### src/rtl/exc_pkg.sv
package exc_pkg;
  // Strobes from the control to the datapath
  typedef struct packed {
    logic takeEvt;   // fault accepted this cycle
    logic selUndef;  // undefined opcode chosen as reason
    logic doRet;     // return accepted this cycle
  } excStrobes_t;
endpackage

### src/rtl/exc_ctrl.sv
module exc_ctrl
  import exc_pkg::*;
(
  input  logic        clk,
  input  logic        rstN,
  input  logic        undefOp,
  input  logic        arithOvf,
  input  logic        retStrobe,
  input  logic        ieWrEn,
  input  logic        ieWrData,
  output excStrobes_t strobes,
  output logic        intEnable,
  output logic        flushOut
);
  logic anyFault;

  always_comb begin
    anyFault         = undefOp || arithOvf;
    strobes.takeEvt  = intEnable && anyFault;
    strobes.selUndef = undefOp;
    strobes.doRet    = retStrobe && !(intEnable && anyFault);
  end

  always_ff @(posedge clk) begin
    if (!rstN) begin
      intEnable <= 1'b0;
      flushOut  <= 1'b0;
    end else begin
      flushOut <= strobes.takeEvt;
      if (strobes.takeEvt)     intEnable <= 1'b0;
      else if (strobes.doRet)  intEnable <= 1'b1;
      else if (ieWrEn)         intEnable <= ieWrData;
    end
  end

  AST_TAKE_CLEARS_EN: assert property (@(posedge clk) disable iff (!rstN)
    (intEnable && (undefOp || arithOvf)) |=> !intEnable);
  AST_FLUSH_ONE_CYCLE: assert property (@(posedge clk) disable iff (!rstN)
    flushOut |=> !flushOut);
  AST_OFF_NO_FLUSH: assert property (@(posedge clk) disable iff (!rstN)
    !intEnable |=> !flushOut);
  AST_RET_SETS_EN: assert property (@(posedge clk) disable iff (!rstN)
    (retStrobe && !undefOp && !arithOvf) |=> intEnable);
endmodule

### src/rtl/exc_datapath.sv
module exc_datapath
  import exc_pkg::*;
#(
  parameter int          XLEN        = 32,
  parameter int          CAUSE_W     = 5,
  parameter logic [XLEN-1:0]    VECTOR_ADDR = 32'h8000_0180,
  parameter logic [CAUSE_W-1:0] CODE_UNDEF  = 5'h0A,
  parameter logic [CAUSE_W-1:0] CODE_OVF    = 5'h0C
) (
  input  logic               clk,
  input  logic               rstN,
  input  excStrobes_t        strobes,
  input  logic [XLEN-1:0]    curPc,
  output logic [CAUSE_W-1:0] causeOut,
  output logic [XLEN-1:0]    epcOut,
  output logic               redirectValid,
  output logic [XLEN-1:0]    pcRedirect
);
  logic [CAUSE_W-1:0] nextCause;

  always_comb nextCause = strobes.selUndef ? CODE_UNDEF : CODE_OVF;

  always_ff @(posedge clk) begin
    if (!rstN) begin
      causeOut      <= '0;
      epcOut        <= '0;
      redirectValid <= 1'b0;
      pcRedirect    <= '0;
    end else begin
      redirectValid <= strobes.takeEvt || strobes.doRet;
      if (strobes.takeEvt) begin
        causeOut   <= nextCause;
        epcOut     <= curPc;
        pcRedirect <= VECTOR_ADDR;
      end else if (strobes.doRet) begin
        pcRedirect <= epcOut;
      end
    end
  end

  AST_VECTOR_TARGET: assert property (@(posedge clk) disable iff (!rstN)
    strobes.takeEvt |=> (redirectValid && pcRedirect == VECTOR_ADDR));
  AST_EPC_HELD: assert property (@(posedge clk) disable iff (!rstN)
    !strobes.takeEvt |=> $stable(epcOut));
  AST_CAUSE_HELD: assert property (@(posedge clk) disable iff (!rstN)
    !strobes.takeEvt |=> $stable(causeOut));
  AST_EPC_IS_PC: assert property (@(posedge clk) disable iff (!rstN)
    strobes.takeEvt |=> epcOut == $past(curPc));
endmodule

### src/rtl/exc_ctrl_unit.sv
module exc_ctrl_unit
  import exc_pkg::*;
#(
  parameter int XLEN    = 32,
  parameter int CAUSE_W = 5
) (
  input  logic               clk,
  input  logic               rstN,
  input  logic               undefOp,
  input  logic               arithOvf,
  input  logic [XLEN-1:0]    curPc,
  input  logic               retStrobe,
  input  logic               ieWrEn,
  input  logic               ieWrData,
  output logic               intEnable,
  output logic [CAUSE_W-1:0] causeOut,
  output logic [XLEN-1:0]    epcOut,
  output logic               redirectValid,
  output logic [XLEN-1:0]    pcRedirect,
  output logic               flushOut
);
  excStrobes_t strobes;

  exc_ctrl uCtrl (
    .clk(clk), .rstN(rstN), .undefOp(undefOp), .arithOvf(arithOvf),
    .retStrobe(retStrobe), .ieWrEn(ieWrEn), .ieWrData(ieWrData),
    .strobes(strobes), .intEnable(intEnable), .flushOut(flushOut)
  );

  exc_datapath #(.XLEN(XLEN), .CAUSE_W(CAUSE_W)) uDp (
    .clk(clk), .rstN(rstN), .strobes(strobes), .curPc(curPc),
    .causeOut(causeOut), .epcOut(epcOut),
    .redirectValid(redirectValid), .pcRedirect(pcRedirect)
  );

  AST_UNDEF_FIRST: assert property (@(posedge clk) disable iff (!rstN)
    (intEnable && undefOp) |=> causeOut == 5'h0A);
endmodule

### config.mk
export PLATFORM = sky130hd
export DESIGN_NAME = exc_ctrl_unit
export DESIGN_NICKNAME = d
export VERILOG_FILES = /design/src/rtl/exc_pkg.sv /design/src/rtl/exc_ctrl.sv /design/src/rtl/exc_datapath.sv /design/src/rtl/exc_ctrl_unit.sv
export SDC_FILE = /design/constraint.sdc
export NUM_CORES = 1
export LEC_CHECK = 0
export BUFFER_PORTS_ARGS = -buffer_cell sky130_fd_sc_hd__buf_2
export CORE_UTILIZATION = 48
export CTS_CLUSTER_SIZE = 14
export DETAILED_ROUTE_END_ITERATION = 8
export PLACE_DENSITY = 0.79
export RECOVER_POWER = 100
export SYNTH_ARGS = -nofsm -noshare
export SYNTH_HDL_FRONTEND = slang
export SYNTH_SLANG_ARGS = --single-unit
### constraint.sdc
create_clock -name clk -period 1.46 [get_ports clk]
set_clock_uncertainty 0.1 [all_clocks]
set_input_delay 0.292 -clock clk [delete_from_list [all_inputs] [get_ports clk]]
set_output_delay 0.292 -clock clk [all_outputs]
set_load 0.05 [all_outputs]
## After elaboration in Yosys (flattened, before gate mapping)

Cells that the tools add are included.

- Reductions and logical operators: 8
- Mux-type cells: 5
- Bitwise gates (word level): 1

Operator list:

| kind | number |
|---|---|
| 32-bit two-way mux | 2 |
| 2-bit nonzero test | 2 |
| 3-bit two-way mux | 1 |
| 1-bit logical AND | 2 |
| 1-bit logical OR | 2 |
| 1-bit two-way mux | 2 |
| 2-bit OR reduction | 1 |
| 1-bit logical NOT | 1 |
| 1-bit NOT | 1 |

- Word-level logic and storage cells: 21
- Bits in registers: 72
- Bits of input ports: 39
- Output and inout port bits: 72

## Longest topological paths before layout

- Word-level depth: 6
- Depth in mapped cells: 4
- Gate-level depth less buffers: 2

## Hierarchy

From an unflattened synthesis, not the netlist that was laid out.

- Cell total of the unflattened synthesis: 233
- Area, all modules: 2,657.5 sq um

Modules (own cells, without submodules):

| module | area an instance (sq um) | instances | cells an instance | sequential area each (sq um) |
|---|---|---|---|---|
| exc_datapath | 2,553.7 | 1 | 223 | 1,361.3 |
| exc_ctrl | 103.8 | 1 | 10 | 40.0 |

## Worst setup path before layout

No wires, ideal clock.

- Path kind: reg2reg
- Start: reg uCtrl.intEnable
- End: reg uDp.epcOut[10]
- Data required time: 1.288 ns
- Library setup time: 0.072 ns
- Arrival time: 1.366 ns
- Stages on the path, launching flop included: 5
- Path slack: -0.078 ns
- Period minus slack after synthesis: 1.538 ns
- Path buffers: 2
- Cell sequence: dfxtp_1 o21a_1 buf_6 buf_8 mux2i_1

- Cells in the longest elaborated chain, start to end: 1

RTL lines:

| element | RTL line | text |
|---|---|---|
| start: declaration | exc_ctrl.sv:12 | `output logic intEnable,` |
| start signal: assignment | exc_ctrl.sv:32 | `else if (ieWrEn) intEnable <= ieWrData;` |
| 1-bit logical AND | exc_ctrl.sv:19 | `strobes.takeEvt = intEnable && anyFault;` |
| end signal: assignment | exc_datapath.sv:33 | `epcOut <= curPc;` |
| end: declaration | exc_datapath.sv:15 | `output logic [XLEN-1:0] epcOut,` |

Every way passes these cells.
A chain may end at the register's enable or synchronous reset.

## Worst setup path in the final report

- Start: reg uDp.epcOut[4]
- End: out epcOut[4]

RTL lines:

| element | RTL line | text |
|---|---|---|
| end: declaration | exc_ctrl_unit.sv:17 | `output logic [XLEN-1:0] epcOut,` |

No word-level cell between the ends.

==> results.md <==
* Worst skew pair latency at 0.33 ns
* Setup-failing EPs final at 0
* DR vias/cell at 4.85
* Clk sinks at 70
* Number of synthesized flops with an enable pin at 0
* Worst min path class: primary input to register
* PnR worst setup slack at around 0.056 ns
* Maximum VDD drop at roughly 0.78 mV
* Diode count at 0
* Crit share post-route at 0.961
* CTS HTree Levels at 3
* Die Y-Extent at 79.8 µm
* Yosys warnings at 0
* Part of the power in combinational logic at 0.167
* Sw Pwr at 0.00132 W
* Die ar. at 0.00636 mm²
* Final core occ at 0.653
* Register area at 0.00140 mm²
* Synth cell types at 21
* Via Count at roughly 2200
* Placed wire-length estimate at between 4 and 5 mm
* Layout fillers at 471
* R2R setup slack at 0.12 ns
* First-pass GRT wire length at around 9.6 mm
* Drt total wl at 6.07 mm
* RSZ-0062 raised after global routing: false
* Cell Int Power at between 0.003 and 0.004 W
* CTS tree: done
* All-layer global routing usage at 0.198
* Yosys reg bits at 70
* Setup WS pre-CTS at between 0.09 and 0.1 ns
* PortBufs at about 110
* Final hold violation count at 0
* I/O Pins at 111
* Crit path max fanout at 3
* Pin count of the biggest net entering global routing at 55
* CTS resizes at 0
* GRT overflow at 0
* Power density over cell area at 1300 mW/mm²
* Clk root buf: clkbuf_8
* Outcome: finished, final reports clean
* Final Critical Period at 1.40 ns
* Achievable Freq at 712 MHz
* Critical Path AT at between 1 and 1.5 ns
* Post-synthesis cell count at 268
* Synth Flop Type: dfxtp_1
* Area leader, netlist: dfxtp_1
* Row cnt at 27
* Mean Syn Cell Area at 10.8 µm²
* Sw frac at 0.274
* Placed cell count at 434
* Share of the synthesized area in the top cell type at 0.483
* Mapped cell area at 0.00290 mm²
* Critical Path Max Stage Delay at between 0.3 and 0.4 ns
* Share of layout cells above drive strength 1 at 0.429
* DRC at 0
* Critical path class: register to output port
* Layout area overhead at 27.6%
* Fraction of registers with async set/reset at 0
* Critical Path End Type: output port
* Register area share after synthesis at 0.483
* Final Max Slew Viols at 0
* Worst path top cell family by delay: flip-flops
* Vias in the first global route at roughly 2100
* Fin nets at 412
* Post-Layout Cell Count at between 400 and 500
* Worst Path Required at 1.07 ns
* Core area at 0.00568 mm²
* Clk slew on worst S/H paths at 0.07 ns
* Placer Congestion at ~0.74
* Num CTS Buffers at 9
* Drt wl/cell at ~13 µm
* Detailed Route Iter0 Violations at 44
* Crit path max-delay cell type: dfxtp_1
* Most common cell in the netlist: dfxtp_1
* Crit-path cells: clkbuf_2
* CTS Hold Bufs at 0
* Post-CTS Setup Bufs at 0
* Flop pwr share at 0.429
* Initial core utilization at 0.511
* Synth cell count leaders: 70 x dfxtp_1, 66 x nand2_1, 35 x mux2i_1
* Leakage at approximately 1.9 nW
* Setup total negative slack at 0 ns
* CP Launch Type: register
* Antenna viol nets, final at 0
* Die Span X at 79.8 µm
* Pre-antenna DRT Iters at 4
* Initial antenna violation count at 0
* Area of the multi-input gates at roughly 0.0013 mm²
* CTS Buffer Depth at 2
* Synth top area cells: dfxtp_1 48%, mux2_4 13%, mux2i_1 12%
* Buf/Inv on CP at 1
* Max-cap violations at 0
* Clk pwr share at 0.404
kinds of logic after synthesis:
group	after synthesis	share of synthesized area
multiplexers	65	0.270
other	1	0.00129
flip-flops	70	0.483
AND/OR/NAND/NOR	98	0.155
buffers and inverters	24	0.0660
AO/OA/AOI/OAI	10	0.0254
sequential cells by signal (all words and copies together), names as in the netlist:
register and count:
uDp.epcOut 32, uDp.causeOut 3, uDp.redirectValid 1, uCtrl.flushOut 1, uDp.pcRedirect 32, uCtrl.intEnable 1
through the flow:
stage                     area (µm²)  total power [W]  hold WS [ns]
after floorplan                 2910          0.00274         0.331
after global placement          3480          0.00292         0.345
after detailed placement        3480          0.00293         0.353
after CTS                       3730          0.00488        0.0754
after global routing            3700          0.00500        0.0842
final                           3700          0.00481        0.0952
cells in the final DEF, fill, tap and decap left out, types with 3 or more instances in the layout:
cell,instances
buf_2,39
clkbuf_2,70
buf_12,4
a21boi_0,3
mux2_4,25
nand2_1,66
bufinv_16,3
clkbuf_8,11
clkbuf_1,3
mux2_2,5
mux2i_1,35
o21ai_0,3
and3_1,29
dfxtp_1,69
final cells by class:
class,instances,share of cell area
Tap cell,72,0.0243
Multi-Input combinational cell,175,0.354
Sequential cell,70,0.379
Timing Repair Buffer,117,0.174
Clock buffer,11,0.0409
Clock inverter,5,0.0284
per-layer routing:
metal	track usage	wire [µm]	up-vias
li1	-	-	1102
met1	0.236	2770	1002
met2	0.321	2870	63
met3	0.0526	274	15
met4	0.109	149	0
met5	0	0	-
tightest hold or removal path: cells and delay by family:
| family | cells | cell delay, ns |
|---|---|---|
| buffers and inverters | 1 | 0.09 |
| multiplexers | 1 | 0.05 |
| AND/OR/NAND/NOR | 1 | 0.04 |
power groups by stage:
stage	clock network, W	logic, W	registers (W)
6_report	0.00194	0.000805	0.00206
5_1_grt	0.00207	0.000854	0.00207
4_1_cts	0.00200	0.000827	0.00206
3_5_place_dp	0	0.000825	0.00210
3_3_place_gp	0	0.000814	0.00210
2_1_floorplan	0	0.000325	0.00241
path summary, 6_finish.rpt:
check                                                   from                     endpoint  depth (start not counted)
worst max register to register  uCtrl.intEnable$_SDFFE_PP0P_  uDp.epcOut[10]$_SDFFE_PN0P_                          3
worst max-delay path              uDp.epcOut[4]$_SDFFE_PN0P_                    epcOut[4]                          1
worst min-delay path                                curPc[8]   uDp.epcOut[8]$_SDFFE_PN0P_                          3
worst min register to register    uDp.epcOut[6]$_SDFFE_PN0P_   uDp.epcOut[6]$_SDFFE_PN0P_                          2
(Power assumes the default switching activity.)
